File: config.mk
export PLATFORM = sky130hd
export DESIGN_NAME = norm_shift_unit
export DESIGN_NICKNAME = d
export VERILOG_FILES = /design/src/rtl/nsa_pkg.sv /design/src/rtl/nsa_condition.sv /design/src/rtl/nsa_lzc_tree.sv /design/src/rtl/norm_shift_unit.sv
export SDC_FILE = /design/constraint.sdc
export NUM_CORES = 1
export LEC_CHECK = 0
export ABC_AREA = 1
export BUFFER_PORTS_ARGS = -buffer_cell sky130_fd_sc_hd__buf_2
export CAP_MARGIN = 20
export CELL_PAD_IN_SITES_DETAIL_PLACEMENT = 0
export CELL_PAD_IN_SITES_GLOBAL_PLACEMENT = 1
export CORE_MARGIN = 3
export CORE_UTILIZATION = 34
export CTS_CLUSTER_SIZE = 20
export DETAILED_ROUTE_END_ITERATION = 16
export PLACE_DENSITY_LB_ADDON = 0.2
export SYNTH_ARGS = -nofsm -noshare
export SYNTH_HDL_FRONTEND = slang
export SYNTH_SLANG_ARGS = --single-unit
File: constraint.sdc
create_clock -name clk -period 2.7 [get_ports clk]
set_input_delay 0.54 -clock clk [delete_from_list [all_inputs] [get_ports clk]]
set_output_delay 0.54 -clock clk [all_outputs]
set_load 0.02 [all_outputs]
File: src/rtl/nsa_pkg.sv
// Package: shared definitions for the normalize shift amount unit.
// Assumes: word width is a power of two.
package nsa_pkg;

    localparam int unsigned WORD_W = 32;

    // Function select encoding carried on in_op.
    typedef enum logic {
        OP_UNSIGNED = 1'b0,
        OP_SIGNED   = 1'b1
    } nsa_op_e;

endpackage

File: src/rtl/nsa_condition.sv
// Module: nsa_condition
// Conditions the word before counting. In signed mode a negative word is
// inverted, so copies of the sign bit become leading zeros.
// Assumes: purely combinational; the caller supplies the mode bit.
module nsa_condition #(
    parameter int unsigned W = 32
) (
    input  logic         signed_mode,
    input  logic [W-1:0] word,
    output logic [W-1:0] cond
);

    // Purpose: invert negative words in signed mode, pass others unchanged.
    always_comb begin
        if (signed_mode && word[W-1]) begin
            cond = ~word;
        end else begin
            cond = word;
        end
    end

endmodule

File: src/rtl/nsa_lzc_tree.sv
// Module: nsa_lzc_tree
// Leading-zero counter built as a balanced binary tree. Each node merges
// two halves: if the upper half is all zero, the count is the half size
// plus the lower count, otherwise the upper count is taken.
// Assumes: W is a power of two; an all-zero vector yields W.
module nsa_lzc_tree #(
    parameter int unsigned W  = 32,
    parameter int unsigned CW = $clog2(W) + 1
) (
    input  logic [W-1:0]  vec,
    output logic [CW-1:0] count
);

    localparam int unsigned LV = $clog2(W);

    logic [CW-1:0] cnt  [LV+1][W];
    logic          zflg [LV+1][W];

    genvar lv, n;

    // Leaf level: each bit is a group of one.
    generate
        for (n = 0; n < W; n++) begin : g_leaf
            // Purpose: a clear bit counts one zero and marks its group empty.
            always_comb begin
                cnt[0][n]  = {{(CW-1){1'b0}}, ~vec[n]};
                zflg[0][n] = ~vec[n];
            end
        end
    endgenerate

    // Merge levels: node n at level lv covers bits n*2^lv up to (n+1)*2^lv-1.
    generate
        for (lv = 1; lv <= LV; lv++) begin : g_level
            localparam logic [CW-1:0] HALF = CW'(1) << (lv - 1);
            for (n = 0; n < W; n++) begin : g_node
                if (n < (W >> lv)) begin : g_used
                    // Purpose: merge the upper (2n+1) and lower (2n) child groups.
                    always_comb begin
                        zflg[lv][n] = zflg[lv-1][2*n+1] & zflg[lv-1][2*n];
                        if (zflg[lv-1][2*n+1]) begin
                            cnt[lv][n] = HALF + cnt[lv-1][2*n];
                        end else begin
                            cnt[lv][n] = cnt[lv-1][2*n+1];
                        end
                    end
                end else begin : g_unused
                    // Purpose: tie off slots this level does not need.
                    always_comb begin
                        cnt[lv][n]  = '0;
                        zflg[lv][n] = 1'b0;
                    end
                end
            end
        end
    endgenerate

    assign count = cnt[LV][0];

endmodule

File: src/rtl/norm_shift_unit.sv
// Module: norm_shift_unit (top)
// Returns the normalising left-shift amount of a word: the leading-zero
// count (unsigned) or the redundant sign bit count (signed). REG_OUT picks
// a same-cycle result or a registered result that has one cycle of latency.
// Assumes: synchronous active-low reset; W is a power of two.
module norm_shift_unit #(
    parameter int unsigned W       = nsa_pkg::WORD_W,
    parameter bit          REG_OUT = 1'b1,
    parameter int unsigned CW      = $clog2(W) + 1
) (
    input  logic          clk,
    input  logic          rst_n,
    input  logic          in_valid,
    input  logic          in_op,
    input  logic [W-1:0]  in_data,
    output logic          out_valid,
    output logic [CW-1:0] out_amount
);

    import nsa_pkg::*;

    localparam logic [CW-1:0] FULL_CNT = CW'(W);
    localparam logic [CW-1:0] MAX_SGN  = CW'(W - 1);

    nsa_op_e       op_sel;
    logic          sgn_mode;
    logic [W-1:0]  cond_word;
    logic [CW-1:0] lz_count;
    logic [CW-1:0] amount_c;

    // Purpose: decode the function select.
    always_comb begin
        op_sel   = nsa_op_e'(in_op);
        sgn_mode = (op_sel == OP_SIGNED);
    end

    nsa_condition #(.W(W)) u_cond (
        .signed_mode (sgn_mode),
        .word        (in_data),
        .cond        (cond_word)
    );

    nsa_lzc_tree #(.W(W), .CW(CW)) u_tree (
        .vec   (cond_word),
        .count (lz_count)
    );

    // Purpose: the signed count drops the sign bit itself from the count.
    always_comb begin
        if (sgn_mode) begin
            amount_c = lz_count - CW'(1);
        end else begin
            amount_c = lz_count;
        end
    end

    generate
        if (REG_OUT) begin : g_reg
            // Purpose: register the result and valid; hold the result on idle cycles.
            always_ff @(posedge clk) begin
                if (!rst_n) begin
                    out_valid  <= 1'b0;
                    out_amount <= '0;
                end else begin
                    out_valid <= in_valid;
                    if (in_valid) begin
                        out_amount <= amount_c;
                    end
                end
            end

            assert_unsigned_zero_R3: assert property (@(posedge clk) disable iff (!rst_n)
                (in_valid && !in_op && in_data == '0) |=> (out_amount == FULL_CNT));
            assert_signed_flat_R5: assert property (@(posedge clk) disable iff (!rst_n)
                (in_valid && in_op && (in_data == '0 || in_data == '1)) |=> (out_amount == MAX_SGN));
            assert_signed_bound_R6: assert property (@(posedge clk) disable iff (!rst_n)
                (in_valid && in_op) |=> (out_amount <= MAX_SGN));
            assert_valid_rise_R7: assert property (@(posedge clk) disable iff (!rst_n)
                in_valid |=> out_valid);
            assert_valid_fall_R7: assert property (@(posedge clk) disable iff (!rst_n)
                !in_valid |=> !out_valid);
            assert_idle_hold_R9: assert property (@(posedge clk) disable iff (!rst_n)
                !in_valid |=> $stable(out_amount));
        end else begin : g_comb
            // Purpose: pass the result straight through.
            always_comb begin
                out_valid  = in_valid;
                out_amount = amount_c;
            end

            assert_unsigned_zero_R3: assert property (@(posedge clk) disable iff (!rst_n)
                (in_valid && !in_op && in_data == '0) |-> (out_amount == FULL_CNT));
            assert_signed_flat_R5: assert property (@(posedge clk) disable iff (!rst_n)
                (in_valid && in_op && (in_data == '0 || in_data == '1)) |-> (out_amount == MAX_SGN));
            assert_signed_bound_R6: assert property (@(posedge clk) disable iff (!rst_n)
                (in_valid && in_op) |-> (out_amount <= MAX_SGN));
            assert_msb_set_R2: assert property (@(posedge clk) disable iff (!rst_n)
                (in_valid && !in_op && in_data[W-1]) |-> (out_amount == '0));
        end
    endgenerate

endmodule

==> results of run 1 <==
sequential cells by signal (all words and copies together) (netlist names):
name	flops
out_valid	1
out_amount	6
cells in the mapped netlist (4+ instances only):
master / n / area [sq um]
dfxtp_1: 7 / 140
a21oi_1: 7 / 35.0
nand2_1: 120 / 450
inv_1: 51 / 191
nor2_1: 10 / 37.5
nor2_2: 5 / 31.3
nand2_2: 9 / 56.3
o21ai_0: 9 / 45.0
nand4_1: 4 / 25.0
nand3_1: 47 / 235
buf_6: 5 / 56.3
cell type report:
cell class / count / area share, %
multi-input cells: 227 / 60.1
repair buffers: 47 / 15.3
inverters: 51 / 10.7
flip-flops and latches: 7 / 7.86
well taps: 50 / 3.51
clock buffers: 4 / 2.53
power by group through the flow:
stage	sequential, mW	combinational, mW	clock, mW
global placement	0.116	0.244	0
detailed placement	0.117	0.245	0
finish	0.115	0.244	0.150
global route	0.116	0.287	0.162
floorplan	0.126	0.172	0
CTS	0.115	0.246	0.154
worst max-delay path: stages:
cell	delay, ns
buf_2	0.21
nand2_8	0.18
nand2_1	0.09
o21ai_0	0.12
nor2_2	0.22
o21ai_0	0.14
nor2_1	0.13
nor2_1	0.05
nand2_1	0.08
nand2_1	0.08
inv_1	0.06
ha_1	0.16
nand4_1	0.15
o21ai_0	0.18
nand3_1	0.09
nand2_1	0.07
inv_1	0.04
metrics by stage:
step                setup slack, ns  cell area, sq um  hold WS (ns)  total power, mW  util [%]
floorplan                     0.421              1520         0.548            0.298         -
global placement             0.0990              1740         0.463            0.360      41.9
detailed placement           0.0422              1740         0.472            0.361      41.9
CTS                           0.263              1780         0.481            0.516      43.0
global route                 0.0125              1780         0.540            0.564      43.0
finish                        0.255              1780         0.478            0.508      43.0
kinds of logic after synthesis:
group / Yosys count / synth area share, %
simple gates: 203 / 61.2
buf+inv: 63 / 20.1
compound gates: 21 / 7.51
flops: 7 / 9.25
xor+xnor: 2 / 1.16
fa+ha+maj: 1 / 0.826
worst paths after layout:
kind	start	to	slack [ns]	depth (start not counted)
hold / removal	out_amount[0]	out_amount[0]	0.48	2
hold reg to reg	out_amount[0]	out_amount[0]	0.48	2
setup reg to reg	out_amount[2]	out_amount[2]	2.03	2
setup / recovery	in_op	out_amount[4]	0.25	17
routing by layer:
layer	share of wire, %	global-route usage, %
met5	0	0
met4	0.92	3.07
met3	5.0	1.65
met2	46	26.3
met1	48	20.9
==> impl_metrics.csv, run 1 <==
group,metric,value,unit
status,status,"finished clean",
critical_path,start_kind,"primary input",
synth,avgSynthCellArea,5.10,sq um
synth,synth-edff-count,0,
pwr,netSwitchingPower,202,uW
pwr,power.combinational.fraction,47.9,%
sta,drv_slew,0,
cells_and_area,layout_commonest_cell,"nand2_1",
grt,grt_pass1_wl,6790,um
synth,syn_inst,297,
pwr,power_frac_clock,29.5,%
cts,path_clk_slew,0.04,ns
cts,clock-sinks,7,
cells_and_area,instances_no_fill,386,
sta,max_slew_margin,76.5,%
cells_and_area,multi_input_area,0.00107,sq mm
cells_and_area,regArea,140,sq um
grt,antenna_found_initial,0,
sta,final.setup.tns,0,ns
floorplanning,dieHeight,72.8,um
cts,cts-root-buf,"clkbuf_8",
floorplanning,die_width,72.8,um
place,portBuffers,42,
route,ant_nets,0,
route,viasPerCell,4.66,
cts,cts_buffers,3,
floorplanning,io_pins,43,
route,drc,0,
cells_and_area,area_growth,17.7,%
place,place_congestion,0.814,
sta,fin_crit_sh,90.6,%
synth,synth_nets,334,
floorplanning,core-area,0.00414,sq mm
critical_path,worstPathArrival,2.57,ns
synth,ys_seq_area_share,9.25,%
floorplanning,start_util,36.6,%
synth,yosysUniqueCellTypes,25,
route,totalWireLength,3710,um
cts,cts_tree,"yes",
sta,hold_viol_final,0,
floorplanning,rows,23,
grt,grt_use_total,15.4,%
cts,cts_setup_buffers,0,
sta,setup_viol,0,
pwr,power.leakage,1.09,nW
route,post_drt_wl_per_cell,9.60,um
pwr,p_seq_share,22.6,%
sta,worst_slew_pin_slew,0.353,ns
min_path,holdCritPathClass,"register to register",
route,drt_pre_antenna_iters,4,
pwr,power_density,285,mW/mm^2
grt,overflow,0,
route,first_iter_violations,86,
synth,ys.flop_type,"dfxtp_1",
sta,rsz0062_at_grt,"no",
sta,fmax,409,MHz
cells_and_area,fillers,498,
floorplanning,dieArea,0.00529,sq mm
synth,async_flop_share,0,%
critical_path,critical_path_class,"primary input to register",
sta,min_period,2.45,ns
critical_path,worst_setup_path_end_kind,"register",
cts,cts_buffer_depth,2,
cells_and_area,n_antenna_cell,0,
critical_path,cp.required,2.83,ns
route,vias,1799,
cts,h-tree-depth,1,
sta,finClkSkew,0,ns
pwr,swShare,39.8,%
cts,insertion_delay,0.23,ns
cts,cts_hold_buf,0,
synth,syn_area,0.00152,sq mm
grt,grt_pass1_vias,1620,
pwr,internal-power,306,uW
cells_and_area,finalNetCount,374,
cts,cts_resized,0,
flow_run,maxCapViolations,0,
synth,ys_seq_elements,7,
critical_path,cp_max_fo,36,
place,dp.cells,382,
place,place_hpwl,2970,um
grt,grt_max_degree,37,
pwr,ir_worst_vdd,0.137,mV
cells_and_area,drive_above_1_share,21.1,%
cells_and_area,final_cell_mix,"nand2_1, inv_1, nand3_1",
synth,synth_warnings,0,
(Power assumes the default switching activity.)
==> run 2, diff against run 1 <==
==> constraint.sdc (replaced) <==
create_clock -name clk -period 2.7 [get_ports clk]
set_input_delay 0.27 -clock clk [delete_from_list [all_inputs] [get_ports clk]]
set_output_delay 0.27 -clock clk [all_outputs]
set_load 0.02 [all_outputs]
==> run 2 against run 1 <==
Net effect:
- total power is 0.13% higher
- first-iteration DRC count fell by 44%
- setup slack gained 0.24 ns
- sequential cell count unchanged
- sequential power about the same
- critical path type unchanged
- largest power group unchanged
- highest routed layer unchanged
==> impl_metrics.csv, run 2 (synthesis gave the netlist of run 1 again) <==
group,metric,value,unit
grt,grt_use_total,15.0,%
sta,rsz0062_at_grt,"no",
critical_path,critical_path_class,"primary input to register",
cells_and_area,largest_register_ffs,6,
cells_and_area,final_cell_mix,"nand2_1, inv_1, nand3_1",
floorplanning,core-area,0.00414,sq mm
place,place_hpwl,2880,um
sta,min_period,2.20,ns
floorplanning,io_pins,43,
grt,overflow,0,
floorplanning,start_util,36.6,%
sta,final.setup.tns,0,ns
min_path,holdCritPathClass,"primary input to register",
cts,cts_buffers,3,
cells_and_area,layout_commonest_cell,"nand2_1",
route,first_iter_violations,48,
cts,clock-sinks,7,
cells_and_area,design_area,0.00177,sq mm
cells_and_area,finalNetCount,372,
sta,fin_crit_sh,81.6,%
critical_path,start_kind,"primary input",
sta,max_slew_margin,79.1,%
floorplanning,rows,23,
sta,setup_viol,0,
critical_path,cp_max_fo,36,
route,viasPerCell,4.64,
place,placed_cell_area,0.00172,sq mm
cells_and_area,largest-register,"out_amount",
route,post_drt_wl_per_cell,9.24,um
grt,grt_max_degree,37,
grt,grt_pass1_vias,1620,
sta,fmax,454,MHz
cts,cts-root-buf,"clkbuf_8",
cts,cts_hold_buf,0,
sta,hold_viol_final,0,
cells_and_area,n_antenna_cell,0,
sta,drv_slew,0,
route,ant_nets,0,
cells_and_area,drive_above_1_share,20.7,%
cts,h-tree-depth,1,
route,totalWireLength,3550,um
place,portBuffers,42,
pwr,power,509,uW
pwr,ir_worst_vdd,0.120,mV
grt,antenna_found_initial,0,
sta,finClkSkew,0,ns
floorplanning,dieHeight,72.8,um
cts,insertion_delay,0.23,ns
sta,worst_slew_pin_slew,0.314,ns
cells_and_area,area_growth,16.7,%
cts,cts_resized,0,
route,drc,0,
critical_path,cp.required,2.84,ns
floorplanning,die_width,72.8,um
status,status,"finished clean",
place,place_congestion,0.728,
cts,cts_tree,"yes",
cells_and_area,reg_top3,"out_amount x6, out_valid x1",
route,vias,1782,
grt,grt_pass1_wl,6600,um
cts,cts_buffer_depth,2,
pwr,power.leakage,1.08,nW
pwr,power_density,288,mW/mm^2
critical_path,worst_setup_path_end_kind,"register",
cts,path_clk_slew,0.04,ns
flow_run,maxCapViolations,0,
cts,cts_setup_buffers,0,
critical_path,worstPathArrival,2.34,ns
floorplanning,dieArea,0.00529,sq mm
route,drt_pre_antenna_iters,4,
==> run 2: cell types whose count changed in the layout (fill, tap and decap cells not counted) <==
cell / change
buf_4: -2
==> run 2: layer usage <==
metal	vias up	global-route usage [%]	routed length [um]
li1	993	-	-
met1	753	19.7	1800
met2	34	25.9	1590
met3	2	2.34	157
met4	0	3.07	11
met5	-	0	0
==> run 2: metrics by stage <==
step / utilization (%) / cells / worst slack [ns] / hold WS (ns)
6_report: 42.7 / 384 / 0.498 / 0.342
5_1_grt: 42.7 / 384 / 0.149 / 0.361
4_1_cts: 42.7 / 384 / 0.472 / 0.343
3_5_place_dp: 41.6 / 380 / 0.237 / 0.466
3_3_place_gp: 41.6 / 380 / 0.311 / 0.468
2_1_floorplan: - / 297 / 0.691 / 0.405
==> run 2: cell type report <==
| cell class | count | area [sq um] |
|---|---|---|
| clock buffer | 4 | 45.0 |
| timing repair buffer | 45 | 258 |
| fill | 485 | 2380 |
| tap | 50 | 62.6 |
| sequential | 7 | 140 |
| multi-input combinational | 227 | 1070 |
| inverter | 51 | 191 |
==> run 2: worst max-delay path, stage by stage <==
cell     delay, ns
buf_2         0.25
nand2_8       0.21
nand2_1       0.10
o21ai_0       0.11
nor2_2        0.22
o21ai_0       0.14
nor2_1        0.11
nor2_1        0.04
nand2_1       0.08
nand2_1       0.08
inv_1         0.06
ha_1          0.15
nand4_1       0.14
o21ai_0       0.18
nand3_1       0.09
nand2_1       0.06
inv_1         0.03
==> run 2: final timing paths <==
kind | start | to | slack [ns] | cells after the start
worst min register to register | out_amount[1] | out_amount[1] | 0.47 | 2
worst max register to register | out_amount[2] | out_amount[2] | 2.07 | 2
worst max-delay path | in_data[31] | out_amount[4] | 0.50 | 17
worst min-delay path | rst_n | out_amount[2] | 0.34 | 3
==> run 2: power breakdown <==
| group | internal, mW | switching, mW | leakage (nW) |
|---|---|---|---|
| registers | 0.111 | 0.00320 | 0.0580 |
| clock network | 0.103 | 0.0517 | 0.0228 |
| logic | 0.0909 | 0.149 | 1.00 |
==> run 3, diff against run 2 <==
--- a/config.mk
+++ b/config.mk
@@ -11,7 +11,7 @@
 export CELL_PAD_IN_SITES_DETAIL_PLACEMENT = 0
 export CELL_PAD_IN_SITES_GLOBAL_PLACEMENT = 1
 export CORE_MARGIN = 3
-export CORE_UTILIZATION = 34
+export CORE_UTILIZATION = 30
 export CTS_CLUSTER_SIZE = 20
 export DETAILED_ROUTE_END_ITERATION = 16
 export PLACE_DENSITY_LB_ADDON = 0.2
==> constraint.sdc (replaced) <==
create_clock -name clk -period 2 [get_ports clk]
set_input_delay 0.2 -clock clk [delete_from_list [all_inputs] [get_ports clk]]
set_output_delay 0.2 -clock clk [all_outputs]
set_load 0.02 [all_outputs]
==> run 3 against run 2 <==
Net effect:
- critical path depth fell by 1
- clock power rose by 25%
- sequential power rose by 35%
- cell count rose by 16%
- combinational power rose by 95%
- global-route usage fell by 1.6 points
- sequential share of layout area fell by 2.0 points
==> impl_metrics.csv, run 3 (synthesis gave the netlist of run 1 again) <==
group,metric,value,unit
grt,grt_pass1_vias,1635,
grt,overflow,0,
floorplanning,io_pins,43,
critical_path,crit_chain,"buf_12 > clkbuf_16 > nand3_1 > nand2_1 > nand2_2 > nor2_4 > nand2_2 > nor2_4 > nand3_2 > nand2_2 > ha_4 > nand4_1 > o21ai_1 > nand3_1 > nand2_1 > inv_1",
cells_and_area,drive_above_1_share,36.1,%
cells_and_area,largest_register_ffs,6,
grt,grt_pass1_wl,6920,um
critical_path,crit-reg2reg-launch,"out_amount[2]",
critical_path,cp.depth,16,
critical_path,ff2ff_path_depth,2,
grt,antenna_found_initial,0,
critical_path,start_kind,"primary input",
route,ant_nets,0,
cts,path_clk_slew,0.04,ns
route,drc,0,
cells_and_area,n_antenna_cell,0,
critical_path,r2r_slack,1.37,ns
floorplanning,start_util,31.5,%
floorplanning,core-area,0.00482,sq mm
sta,worst_slew_pin_slew,0.336,ns
pwr,ir_worst_vdd,0.199,mV
critical_path,crit_slowest_cell,"o21ai_1",
route,first_iter_violations,87,
critical_path,cp.required,2.12,ns
critical_path,crit_buf_inv,3,
floorplanning,die_width,77.1,um
sta,whs,0.278,ns
sta,fin_crit_sh,90.7,%
sta,setup_viol,0,
sta,min_period,1.81,ns
grt,grt_use_total,13.4,%
cts,h-tree-depth,1,
cells_and_area,layout_commonest_cell,"nand2_1",
cells_and_area,final_cell_mix,"nand2_1, inv_1, nand3_1",
grt,grt_max_degree,28,
critical_path,cp_common_cell,"nand2_2",
critical_path,cp_max_fo,7,
route,drt_pre_antenna_iters,4,
floorplanning,rows,25,
cts,cts_buffers,3,
cts,cts_hold_buf,0,
sta,drv_slew,0,
cells_and_area,finalNetCount,415,
critical_path,r2r-end,"out_amount[2]",
route,post_drt_wl_per_cell,9.57,um
critical_path,max_stage_delay,0.16,ns
sta,finClkSkew,0,ns
cts,insertion_delay,0.22,ns
cells_and_area,largest-register,"out_amount",
route,viasPerCell,4.40,
route,vias,1954,
cts,cts_tree,"yes",
cells_and_area,reg_top3,"out_amount x6, out_valid x1",
critical_path,worst_setup_path_end_kind,"register",
floorplanning,dieArea,0.00594,sq mm
cells_and_area,area_growth,56.6,%
critical_path,critical_path_class,"primary input to register",
critical_path,worstSetupEndpoint,"out_amount[4]",
floorplanning,dieHeight,77.1,um
critical_path,crit_start,"in_data[31]",
pwr,power_density,344,mW/mm^2
cts,cts_buffer_depth,2,
route,totalWireLength,4250,um
cts,cts-root-buf,"clkbuf_8",
place,portBuffers,42,
status,status,"finished clean",
min_path,holdCritPathClass,"primary input to register",
place,place_hpwl,3130,um
sta,final.setup.tns,0,ns
sta,max_slew_margin,77.6,%
pwr,power.leakage,1.37,nW
critical_path,worstPathArrival,1.94,ns
sta,fmax,551,MHz
flow_run,maxCapViolations,0,
sta,hold_viol_final,0,
cts,clock-sinks,7,
place,place_congestion,0.788,
critical_path,cp_top_family,"simple AND/OR/NAND/NOR gates",
## run 3: tightest hold or removal path, cell delays in order
cell and delay (ns):
buf_2 0.13, o21ai_0 0.07, a31oi_1 0.04
## run 3: final cells by class
class	instances	area (sq um)
fill	535	2440
multi-input combinational	229	1200
inverter	51	191
clock buffer	4	45.0
sequential	7	140
timing repair buffer	86	713
tap	67	83.8
## run 3: repair_timing
action                                  4_1_cts  5_1_grt
resized for setup                             3       46
setup buffers                                 0        9
pin swaps                                     2       26
endpoints found under the setup margin        1        4
cloned                                        1        5
## run 3: worst min-delay path by stage
stage / start / endpoint / slack, ns / depth (start not counted)
after global routing: in_valid / out_amount[5] / 0.30 / 2
after CTS: rst_n / out_amount[2] / 0.28 / 3
final: rst_n / out_amount[2] / 0.28 / 3
after floorplan: rst_n / out_valid / 0.33 / 2
after global placement: out_amount[1] / out_amount[1] / 0.46 / 2
after detailed placement: out_amount[1] / out_amount[1] / 0.47 / 2
## run 3: layer usage
metal,part of all wire [%],global-route usage [%],wire length [um]
met5,0,0,0
met4,0,0.534,0
met2,48,23.4,2040
met3,3.3,2.00,142
met1,49,18.2,2070
## run 3: per-stage QoR
step,util (%),instance area [sq um],worst slack (ns),total power [mW],cells
4_1_cts,42.2,2030,0.0175,0.736,430
3_5_place_dp,40.8,1970,-0.252,0.531,425
6_report,49.2,2370,0.185,0.815,444
2_1_floorplan,-,1520,0.0613,0.402,297
3_3_place_gp,40.8,1970,-0.186,0.529,425
5_1_grt,49.2,2370,-0.0245,0.889,444
## run 3: where the power goes
group | internal [mW] | leakage, nW | switching [mW]
logic | 0.218 | 1.29 | 0.249
clock network | 0.137 | 0.0228 | 0.0560
registers | 0.151 | 0.0580 | 0.00417
